===== config.mk =====
export PLATFORM = sky130hd
export DESIGN_NAME = dram_refresh_seq
export DESIGN_NICKNAME = d
export VERILOG_FILES = /design/src/rtl/refseq_pkg.sv /design/src/rtl/refseq_pacer.sv /design/src/rtl/refseq_fsm.sv /design/src/rtl/dram_refresh_seq.sv
export SDC_FILE = /design/constraint.sdc
export NUM_CORES = 1
export LEC_CHECK = 0
export BUFFER_PORTS_ARGS = -buffer_cell sky130_fd_sc_hd__clkbuf_2
export CAP_MARGIN = 40
export CORE_ASPECT_RATIO = 1.75
export CORE_MARGIN = 3
export CORE_UTILIZATION = 59
export CTS_BUF_LIST = sky130_fd_sc_hd__clkbuf_2 sky130_fd_sc_hd__clkbuf_4 sky130_fd_sc_hd__clkbuf_8
export DETAILED_ROUTE_END_ITERATION = 8
export HOLD_SLACK_MARGIN = 0.03
export PLACE_DENSITY = 0.77
export SKIP_LAST_GASP = 1
export SLEW_MARGIN = 10
export SYNTH_ARGS = -nofsm -noshare
export SYNTH_HDL_FRONTEND = slang
export SYNTH_SLANG_ARGS = --single-unit

===== constraint.sdc =====
create_clock -name clk -period 4.42 [get_ports clk]
set_input_delay 0.442 -clock clk [delete_from_list [all_inputs] [get_ports clk]]
set_output_delay 0.442 -clock clk [all_outputs]
set_load 0.01 [all_outputs]

===== src/rtl/refseq_pkg.sv =====
package refseq_pkg;

    typedef enum logic [2:0] {
        ST_PAUSE,
        ST_WAKE_LOW,
        ST_WAKE_HIGH,
        ST_IDLE,
        ST_CBR_CAS,
        ST_CBR_RAS,
        ST_CBR_PRE
    } seq_state_e;

    function automatic int ceil_div(input int num, input int den);
        return (num + den - 1) / den;
    endfunction

    function automatic int max4(input int a, input int b, input int c, input int d);
        int m;
        m = a;
        if (b > m) m = b;
        if (c > m) m = c;
        if (d > m) m = d;
        return m;
    endfunction

endpackage


===== src/rtl/refseq_pacer.sv =====
module refseq_pacer #(
    parameter int REF_INT_CYC = 781
) (
    input  logic clk,
    input  logic rst_n,
    input  logic run,
    input  logic done,
    output logic pend,
    output logic ovf
);
    localparam int TW = $clog2(REF_INT_CYC + 1);

    typedef struct packed {
        logic [TW-1:0] tmr;
        logic          pend;
        logic          ovf;
    } pacer_t;

    pacer_t r_q, r_d;
    logic   tick;

    always_comb begin
        r_d  = r_q;
        tick = 1'b0;
        if (run) begin
            if (r_q.tmr == TW'(REF_INT_CYC - 1)) begin
                tick     = 1'b1;
                r_d.tmr  = '0;
            end else begin
                r_d.tmr  = r_q.tmr + 1'b1;
            end
        end
        if (tick && r_q.pend && !done) begin
            r_d.ovf = 1'b1;
        end
        r_d.pend = tick | (r_q.pend & ~done);
    end

    always_ff @(posedge clk or negedge rst_n) begin
        if (!rst_n) begin
            r_q <= '0;
        end else begin
            r_q <= r_d;
        end
    end

    assign pend = r_q.pend;
    assign ovf  = r_q.ovf;
endmodule


===== src/rtl/refseq_fsm.sv =====
module refseq_fsm
    import refseq_pkg::*;
#(
    parameter int PAUSE_CYC    = 10000,
    parameter int INIT_CNT     = 8,
    parameter int RAS_ACT_CYC  = 3,
    parameter int RAS_PRE_CYC  = 2,
    parameter int CAS_LEAD_CYC = 1
) (
    input  logic clk,
    input  logic rst_n,
    input  logic pend,
    input  logic gnt,
    output logic ras_n,
    output logic cas_n,
    output logic rdy,
    output logic done
);
    localparam int CNT_MAX = max4(PAUSE_CYC, RAS_ACT_CYC, RAS_PRE_CYC, CAS_LEAD_CYC);
    localparam int CW      = $clog2(CNT_MAX + 1);
    localparam int IW      = $clog2(INIT_CNT + 1);

    typedef struct packed {
        seq_state_e     st;
        logic [CW-1:0]  cnt;
        logic [IW-1:0]  icnt;
        logic           rdy;
    } fsm_t;

    fsm_t r_q, r_d;
    logic cnt_end;

    always_comb begin
        r_d     = r_q;
        done    = 1'b0;
        cnt_end = 1'b0;
        r_d.cnt = r_q.cnt + 1'b1;
        unique case (r_q.st)
            ST_PAUSE: begin
                cnt_end = (r_q.cnt == CW'(PAUSE_CYC - 1));
                if (cnt_end) r_d.st = ST_WAKE_LOW;
            end
            ST_WAKE_LOW: begin
                cnt_end = (r_q.cnt == CW'(RAS_ACT_CYC - 1));
                if (cnt_end) r_d.st = ST_WAKE_HIGH;
            end
            ST_WAKE_HIGH: begin
                cnt_end = (r_q.cnt == CW'(RAS_PRE_CYC - 1));
                if (cnt_end) begin
                    if (r_q.icnt == IW'(INIT_CNT - 1)) begin
                        r_d.st  = ST_IDLE;
                        r_d.rdy = 1'b1;
                    end else begin
                        r_d.st   = ST_WAKE_LOW;
                        r_d.icnt = r_q.icnt + 1'b1;
                    end
                end
            end
            ST_IDLE: begin
                cnt_end = 1'b1;
                if (pend && gnt) r_d.st = ST_CBR_CAS;
            end
            ST_CBR_CAS: begin
                cnt_end = (r_q.cnt == CW'(CAS_LEAD_CYC - 1));
                if (cnt_end) r_d.st = ST_CBR_RAS;
            end
            ST_CBR_RAS: begin
                cnt_end = (r_q.cnt == CW'(RAS_ACT_CYC - 1));
                if (cnt_end) r_d.st = ST_CBR_PRE;
            end
            ST_CBR_PRE: begin
                cnt_end = (r_q.cnt == CW'(RAS_PRE_CYC - 1));
                if (cnt_end) begin
                    r_d.st = ST_IDLE;
                    done   = 1'b1;
                end
            end
            default: r_d.st = ST_PAUSE;
        endcase
        if (cnt_end) r_d.cnt = '0;
    end

    always_ff @(posedge clk or negedge rst_n) begin
        if (!rst_n) begin
            r_q <= '{st: ST_PAUSE, cnt: '0, icnt: '0, rdy: 1'b0};
        end else begin
            r_q <= r_d;
        end
    end

    assign ras_n = ~((r_q.st == ST_WAKE_LOW) || (r_q.st == ST_CBR_RAS));
    assign cas_n = ~((r_q.st == ST_CBR_CAS) || (r_q.st == ST_CBR_RAS));
    assign rdy   = r_q.rdy;
endmodule


===== src/rtl/dram_refresh_seq.sv =====
module dram_refresh_seq
    import refseq_pkg::*;
#(
    parameter int CLK_PERIOD_NS = 20,
    parameter int PAUSE_CYC     = ceil_div(200000, CLK_PERIOD_NS),
    parameter int INIT_CNT      = 8,
    parameter int REF_INT_CYC   = (8000000 / 512) / CLK_PERIOD_NS,
    parameter int RAS_ACT_CYC   = ceil_div(60, CLK_PERIOD_NS),
    parameter int RAS_PRE_CYC   = ceil_div(40, CLK_PERIOD_NS),
    parameter int CAS_LEAD_CYC  = ceil_div(10, CLK_PERIOD_NS),
    parameter bit BOTH_CAS      = 1'b1
) (
    input  logic clk,
    input  logic rst_n,
    input  logic ref_gnt,
    output logic ref_req,
    output logic ras_n,
    output logic lcas_n,
    output logic ucas_n,
    output logic ready,
    output logic overflow
);
    logic pend;
    logic done;
    logic cas_n;
    logic rdy;

    refseq_pacer #(
        .REF_INT_CYC (REF_INT_CYC)
    ) u_pacer (
        .clk   (clk),
        .rst_n (rst_n),
        .run   (rdy),
        .done  (done),
        .pend  (pend),
        .ovf   (overflow)
    );

    refseq_fsm #(
        .PAUSE_CYC    (PAUSE_CYC),
        .INIT_CNT     (INIT_CNT),
        .RAS_ACT_CYC  (RAS_ACT_CYC),
        .RAS_PRE_CYC  (RAS_PRE_CYC),
        .CAS_LEAD_CYC (CAS_LEAD_CYC)
    ) u_fsm (
        .clk   (clk),
        .rst_n (rst_n),
        .pend  (pend),
        .gnt   (ref_gnt),
        .ras_n (ras_n),
        .cas_n (cas_n),
        .rdy   (rdy),
        .done  (done)
    );

    generate
        if (BOTH_CAS) begin : g_both_cas
            assign lcas_n = cas_n;
            assign ucas_n = cas_n;
        end else begin : g_low_cas
            assign lcas_n = cas_n;
            assign ucas_n = 1'b1;
        end
    endgenerate

    assign ref_req = pend;
    assign ready   = rdy;
endmodule


After elaboration in Yosys (flattened, before gate mapping)
Cells that the tools add are included.
Word-level totals
  logic and storage cells: 63
  bits of input ports: 3
  bits in registers: 34
Cells by class
  reduce and logical (&&, ||, !) cells: 13
  bitwise gates (word level): 6
  equal/unequal tests: 18
  add/sub/neg operators: 3
  mux-type cells: 16
Operators by type and width (number)
  3-bit two-way mux: 7
  3-bit one-hot mux with 7 select lines: 1
  14-bit by 1-bit adder with 14-bit output, second input constant: 1
  14-bit by 1-bit equality test with 1-bit output, second input constant: 1
  14-bit equality test, second input constant: 1
  14-bit by 2-bit equality test with 1-bit output, second input constant: 1
  14-bit zero test: 1
  14-bit two-way mux: 1
  2-bit by 1-bit != test with 1-bit output, second input constant: 7
  10-bit by 1-bit adder with 10-bit output, second input constant: 1
  10-bit equality test, second input constant: 1
  10-bit two-way mux: 1
  3-bit equality test, second input constant: 3
  7-bit AND reduction: 1
  3-bit by 2-bit equality test with 1-bit output, second input constant: 2
  3-bit AND reduction: 2
  1-bit one-hot mux with 5 select lines: 1
  4-bit by 1-bit adder with 4-bit output, second input constant: 1
  4-bit by 3-bit equality test with 1-bit output, second input constant: 1
  1-bit two-way mux: 4
  1-bit inverter: 4
  2-bit OR reduction: 2
  3-bit by 1-bit equality test with 1-bit output, second input constant: 1
  1-bit logical AND: 3
  other kinds (6): 7

Depth between registers and ports, before layout
Gate-level depths: netlist of run 1.
  depth in word-level cells: 6
  depth in mapped cells: 8
  gate-level depth less buffers: 7

By module
From an unflattened synthesis of run 1, not the netlist that was laid out.
Second synthesis, totals
  cell total of the unflattened synthesis: 192
  area total of the unflattened synthesis: 1940.6 µm²
Modules (own cells, without submodules)
  refseq_fsm: times used 1, area each 1288.7 µm², cells each 128
  refseq_pacer: times used 1, area each 644.4 µm², cells each 63
  dram_refresh_seq: times used 1, area each 7.5 µm², cells each 1

Worst setup path before layout of run 1
OpenSTA, ideal clock, no wires.
  path type: reg-to-reg
  from: reg u_fsm.r_q[15] (netlist bit)
  to: reg u_fsm.r_q[21] (netlist bit)
  setup time: 125 ps
  data arrival time: 1746 ps
  required time: 4295 ps
  setup slack: 2549 ps
  buffers on the path: 0
  stages on the path, launching flop included: 6
  path through: dfrtp_1 -> nor4_2 -> and4_4 -> a21boi_2 -> nor4_4 -> mux2_4
On the way
  word-level cells in the longest chain between the ends: 3
  elaborated cells on any way between the ends: 11
Ends and longest elaborated chain
  start, declared: RTL line refseq_fsm.sv:30  | fsm_t r_q, r_d;
  start signal, assigned: RTL line refseq_fsm.sv:85  | r_q <= '{st: ST_PAUSE, cnt: '0, icnt: '0, rdy: 1'b0};
  start signal, assigned: RTL line refseq_fsm.sv:87  | r_q <= r_d;
  14-bit by 2-bit equality test with 1-bit output (tied with other cells): RTL line refseq_fsm.sv:44, refseq_fsm.sv:68
  2-bit by 1-bit != test with 1-bit output (no line)
  7-bit AND reduction (no line) *
Every way passes the cells marked *; elsewhere a longest branch is shown, timed or not.
A chain may end at the register's enable or synchronous reset.

Worst setup path in the final report of run 1
Same ends and word-level chain as after synthesis.

==> impl_metrics.ini, run 1 <==
[status]
status = completed

[sta]
min_period_ps = 2060
max_freq_ghz = 0.484
slew_violations = 0
grt_setup_unrepaired = no
hold_viol_final = 0
tns_ps = 0
tightest_slew_ps = 827
finalCritPeriodShare = 0.467
slew_headroom = 0.449
skew_ps = 4.94
finalSetupViolCount = 0

[global_routing]
grt_util_all_layers = 0.223
grt_antenna_before_repair = 0
grt_pass1_vias = 1427
grt_max_degree = 35
grt-ovfl-total = 0
grt_pass1_wl_um = 6030

[finish]
antenna_cells = 0
instances_no_fill = 240
area_delta_synth_final_pct = 9.76
finalNetCount = 211
drive_gt1_frac = 0.126
fin_util = 0.680
final_area_mm2 = 0.00201

[floorplan]
initial_utilization = 0.619
die_h_um = 79.7
die_area_mm2 = 0.00384
io-pin-count = 9
die_w_um = 48.1
coreArea_mm2 = 0.00296
rows = 26

[route]
drt_first_pass_iters = 4
via_per_inst = 5.58
antenna_left = 0
drc = 0
drt_first_iter_violations = 21
avgRoutedWirePerCell_um = 15.0
wl_um = 3590
vias = 1340

[critical_path]
cp.arrival_ps = 2240
critPathKind = flip-flop to flip-flop
critPathLaunchType = flip-flop
cpMaxStageDelayCell = dfrtp_1
r2r_slack_ps = 2360
cp.required_ps = 4600
crit_path_cell_trace = nor4_2 > and4_4 > a21boi_2 > nor4_4 > mux2_4
r2r_cells = 5
critPathMaxFanout = 5
cp_slowest_stage_delay_ps = 440
endpoint_kind = flip-flop

[clock_tree]
insertion_delay_ps = 290
clk_pin_slew_worst_paths_ps = 70
clockRootBuffer = clkbuf_8
cts_sinks = 34
postCtsSetupRepairBufs = 0
hold_buffers = 0
cts_tree = yes
numCtsBuffers = 5
clockBufferDepth = 2
cts_resized = 0
ctsHtreeMaxLevel = 2

[placed_design]
port-buffer-count = 8
dp_hpwl_um = 2750
gp_congestion = 0.769
dp.cells = 232
placed_area_mm2 = 0.00192

[logic_synthesis]
yosys_warnings = 0
avgSynthCellArea_um2 = 9.96
ys_types = 36
syn_inst = 184
ys.flop_type = dfrtp_1
synth_edf_count = 0
yosys_register_bits = 34
ys_seq_area_frac = 0.464
syn-num-nets = 198
synth_area_mm2 = 0.00183
async_flop_share = 1.00

[power]
totalPowerFinal_mw = 0.559
vdd_ir_drop_max_v = 0.000293
p_per_area_mw_per_mm2 = 278
p_leak_nw = 0.919

[hold_path]
min_path_type = input pin to async pin

[run]
timing.max_cap.violations = 0
where the power goes:
part | total (mW) | internal [mW] | switching, mW
logic | 0.00646 | 0.000615 | 0.00585
clock network | 0.241 | 0.132 | 0.110
registers | 0.311 | 0.311 | 0
total | 0.559 | 0.443 | 0.115
registers in the layout, summed over array words and instances, names as in the netlist:
signal and count:
u_fsm.r_q 21, u_pacer.r_q 10, u_fsm.rdy 1, u_pacer.ovf 1, u_pacer.pend 1
synthesized netlist by cell type (all sizes together) (6+ instances only):
library cell  count  share of area
xor2             10          0.048
nand3            12          0.033
inv              11          0.023
xnor2            10          0.048
dfrtp            34           0.46
nor2             21          0.043
nor3              7          0.019
ha               11          0.075
a21oi             6          0.018
o21ai             8          0.022
nand2            18          0.037
cells by family (layout without fill, tap and decap cells):
family,Yosys count,after routing,synth area share
AO/OA/AOI/OAI,21,21,0.0724
XOR/XNOR,20,20,0.0956
adder cells (fa/ha/maj),11,11,0.0751
AND/OR/NAND/NOR,80,80,0.236
flip-flops,34,34,0.464
multiplexers,4,4,0.0253
buffers and inverters,14,28,0.0314
path summary, 6_finish.rpt:
path	startpoint	to
max	u_fsm.r_q[15]	u_fsm.r_q[21]
min	rst_n	u_pacer.ovf
max reg2reg	u_fsm.r_q[15]	u_fsm.r_q[21]
min reg2reg	u_fsm.r_q[4]	u_fsm.r_q[4]
max in group asynchronous	rst_n	u_fsm.r_q[18]
min in group clk	u_fsm.r_q[4]	u_fsm.r_q[4]
critical path: cells and delay by family, from the launching register on:
family	cells	cell delay, ps
AOI/OAI and AO/OA	1	80
DFF	1	440
muxes	1	340
and+or+nand+nor	3	1090
layout by cell type (no fill, tap or decap), drive strengths merged, types with 6 or more instances in the layout:
| master | n |
|---|---|
| a21oi | 6 |
| clkbuf | 15 |
| dfrtp | 34 |
| ha | 11 |
| inv | 11 |
| nand2 | 18 |
| nand3 | 12 |
| nor2 | 21 |
| nor3 | 7 |
| o21ai | 8 |
| xnor2 | 10 |
| xor2 | 10 |
metrics by stage:
step	setup WS (ps)	hold WS, ps
floorplan	2550	146
global route	2270	294
finish	2360	237
detailed placement	2360	463
CTS	2350	264
global placement	2300	453
layer usage:
layer	track usage	up-vias	wire length (um)
met2	0.430	16	2190
met1	0.189	663	1240
met4	0.0997	0	96
li1	-	653	-
met5	0	-	0
met3	0.0519	8	67
area by class of cell:
cell class	count	area, um^2
clock buffers	7	90.1
clock inverters	1	5.00
fillers	242	948
inverters	11	41.3
multi-input cells	136	925
flip-flops and latches	34	851
well taps	42	52.6
repair buffers	9	47.5
No activity file was read; power rests on OpenSTA's default activity.
==> run 2, diff against run 1 <==
--- a/config.mk
+++ b/config.mk
@@ -5,15 +5,16 @@
 export SDC_FILE = /design/constraint.sdc
 export NUM_CORES = 1
 export LEC_CHECK = 0
+export ABC_AREA = 1
 export BUFFER_PORTS_ARGS = -buffer_cell sky130_fd_sc_hd__clkbuf_2
 export CAP_MARGIN = 40
 export CORE_ASPECT_RATIO = 1.75
 export CORE_MARGIN = 3
-export CORE_UTILIZATION = 59
+export CORE_UTILIZATION = 58
 export CTS_BUF_LIST = sky130_fd_sc_hd__clkbuf_2 sky130_fd_sc_hd__clkbuf_4 sky130_fd_sc_hd__clkbuf_8
 export DETAILED_ROUTE_END_ITERATION = 8
 export HOLD_SLACK_MARGIN = 0.03
-export PLACE_DENSITY = 0.77
+export PLACE_DENSITY = 0.79
 export SKIP_LAST_GASP = 1
 export SLEW_MARGIN = 10
 export SYNTH_ARGS = -nofsm -noshare
==> constraint.sdc (replaced) <==
create_clock -name clk -period 1.8 [get_ports clk]
set_input_delay 0.18 -clock clk [delete_from_list [all_inputs] [get_ports clk]]
set_output_delay 0.18 -clock clk [all_outputs]
set_load 0.01 [all_outputs]
==> run 2 against run 1 <==
  * First-iteration DRC count up 52%
  * Cell area is 17% higher
  * Register-to-register slack worse by 2200 ps
  * Wire length grew 18%
  * Clock power rose by 150%
  * Area after synthesis increased by 18%
  * Critical path type unchanged
  * Critical endpoint is now u_fsm.r_q[7]
  * Largest power group unchanged
  * Highest routed layer unchanged
==> impl_metrics.ini, run 2 <==
[logic_synthesis]
ys_types = 30
avgSynthCellArea_um2 = 8.20
synthTopCellsByArea = dfrtp_1 (39%), nand2_1 (8.0%), inv_1 (6.6%)
synth_mux_area_frac = 0
yosys.area.top_type = dfrtp_1
async_flop_share = 1.00
synth_area_mm2 = 0.00217
ys_seq_area_frac = 0.393
yosys.cell_count.top_type = nand2_1
yosys_warnings = 0
synth_top_area_frac = 0.393
syn-num-nets = 278
yosys.area_share.simple = 0.305
synth_fa_ha_area_frac = 0.0635
synth_compound_area_frac = 0.0780
synth_top_family_by_area = simple AND/OR/NAND/NOR gates
syn_inst = 264
synth_edf_count = 0
ys_top_cells_by_count = nand2_1 (46), inv_1 (38), dfrtp_1 (34)
yosys_register_bits = 34
ys.flop_type = dfrtp_1
synth_xor_area_frac = 0.0728

[floorplan]
die_area_mm2 = 0.00453
io-pin-count = 9
die_h_um = 86.8
coreArea_mm2 = 0.00347
initial_utilization = 0.624
die_w_um = 52.2
rows = 28

[global_routing]
grt_util_all_layers = 0.225
grt_pass1_wl_um = 7530
grt-ovfl-total = 0
grt_pass1_vias = 1783
grt_antenna_before_repair = 0
grt_max_degree = 16

[finish]
area_delta_synth_final_pct = 8.84
regMostFlops = u_fsm.r_q
antenna_cells = 0
final_cell_mix = nand2_1 (46), inv_1 (38), dfrtp_1 (34)
largest_reg_flops = 21
drive_gt1_frac = 0.196
top_regs = u_fsm.r_q x21, u_pacer.r_q x10
instances_no_fill = 326
final_common_cell = nand2_1
finalNetCount = 294

[route]
avgRoutedWirePerCell_um = 13.0
wl_um = 4240
vias = 1706
antenna_left = 0
drc = 0
drt_first_iter_violations = 32
via_per_inst = 5.23
drt_first_pass_iters = 4

[power]
vdd_ir_drop_max_v = 0.000688
p_leak_nw = 1.13
p_per_area_mw_per_mm2 = 585

[critical_path]
critPathLaunchType = flip-flop
cp_slowest_stage_delay_ps = 440
endpoint_kind = flip-flop
cpMaxStageDelayCell = dfrtp_1
cp.required_ps = 1960
cp_common_cell = nand2_1
critPathMaxFanout = 14
critPathKind = flip-flop to flip-flop
cp_top_family = simple AND/OR/NAND/NOR gates
r2r_slack_ps = 170
critPathBufInv = 2
crit_path_cell_trace = inv_1 > ha_1 > nand2_1 > nor2_1 > nand3_2 > nand2_1 > inv_2 > nand2_4 > a21oi_1
cp.arrival_ps = 1790

[hold_path]
min_path_type = input pin to async pin

[run]
timing.max_cap.violations = 0

[clock_tree]
postCtsSetupRepairBufs = 0
ctsHtreeMaxLevel = 2
insertion_delay_ps = 290
clk_pin_slew_worst_paths_ps = 70
cts_tree = yes
clockBufferDepth = 2
numCtsBuffers = 5
cts_sinks = 34
clockRootBuffer = clkbuf_8

[sta]
finalCritPeriodShare = 0.904
finalSetupViolCount = 0
tightest_slew_ps = 399
min_period_ps = 1630
layout_setup_ws_ps = 172
slew_headroom = 0.732
max_freq_ghz = 0.614
skew_ps = 8.01
hold_viol_final = 0
tns_ps = 0
grt_setup_unrepaired = no
slew_violations = 0

[placed_design]
dp_hpwl_um = 3360
gp_congestion = 0.845
place_ws_ps = 183
port-buffer-count = 8
dp.cells = 317

[status]
status = completed
[run 2: layer usage]
| layer | wire, um | global-route usage | part of all wire | up-vias |
|---|---|---|---|---|
| met3 | 123 | 0.0482 | 0.029 | 14 |
| met5 | 0 | 0 | 0 | - |
| met1 | 1590 | 0.220 | 0.38 | 796 |
| met4 | 138 | 0.123 | 0.033 | 0 |
| met2 | 2390 | 0.418 | 0.56 | 27 |
| li1 | - | - | - | 869 |
[run 2: report_power, final]
part | leakage (nW) | internal (mW) | switching [mW]
clock | 0.0472 | 0.307 | 0.287
combinational | 0.627 | 0.00577 | 0.0157
sequential | 0.461 | 0.764 | 0
[run 2: worst reg2reg max path: stages (launching register included)]
cell and delay, ps:
dfrtp_1 440, inv_1 120, ha_1 150, nand2_1 50
nor2_1 200, nand3_2 90, nand2_1 90, inv_2 40
nand2_4 190, a21oi_1 120
[run 2: layout make-up]
| class | count | area (um^2) |
|---|---|---|
| Timing Repair Buffer | 13 | 80.1 |
| Tap cell | 45 | 56.3 |
| Inverter | 40 | 150 |
| Multi-Input combinational cell | 186 | 1120 |
| Sequential cell | 34 | 851 |
| Fill cell | 277 | 1110 |
| Clock inverter | 2 | 12.5 |
| Clock buffer | 6 | 82.6 |
[run 2: worst paths after layout]
| path | startpoint | end | cells after the start |
|---|---|---|---|
| worst max register to register | u_fsm.r_q[5] | u_fsm.r_q[7] | 9 |
| worst min register to register | u_pacer.ovf | u_pacer.ovf | 1 |
| min in group clk | ref_gnt | u_fsm.r_q[19] | 7 |
| worst max-delay path | u_fsm.r_q[5] | u_fsm.r_q[7] | 9 |
| worst min-delay path | rst_n | u_fsm.r_q[1] | 2 |
| max in group asynchronous | rst_n | u_fsm.r_q[20] | 3 |
[run 2: cell families after synthesis]
group	after synthesis
buffers and inverters	44
AND/OR/NAND/NOR	132
XOR/XNOR	18
flip-flops	34
adder cells (fa/ha/maj)	11
AO/OA/AOI/OAI	25
[run 2: per-stage QoR]
| step | utilization | hold slack (ps) | power (mW) | area [um^2] |
|---|---|---|---|---|
| floorplan | - | -116 | 0.779 | 2170 |
| global placement | 0.649 | 102 | 0.799 | 2250 |
| detailed placement | 0.649 | 109 | 0.799 | 2250 |
| CTS | 0.680 | 327 | 1.40 | 2360 |
| global route | 0.680 | 341 | 1.43 | 2360 |
| finish | 0.680 | 322 | 1.38 | 2360 |
[run 2: timing repair]
| item | 4_1_cts | 5_1_grt |
|---|---|---|
| hold buffers | 1 | 0 |
| endpoints found under the hold margin | 13 | 0 |
| gates resized for setup | 0 | 1 |
| endpoints found under the setup margin | 0 | 2 |
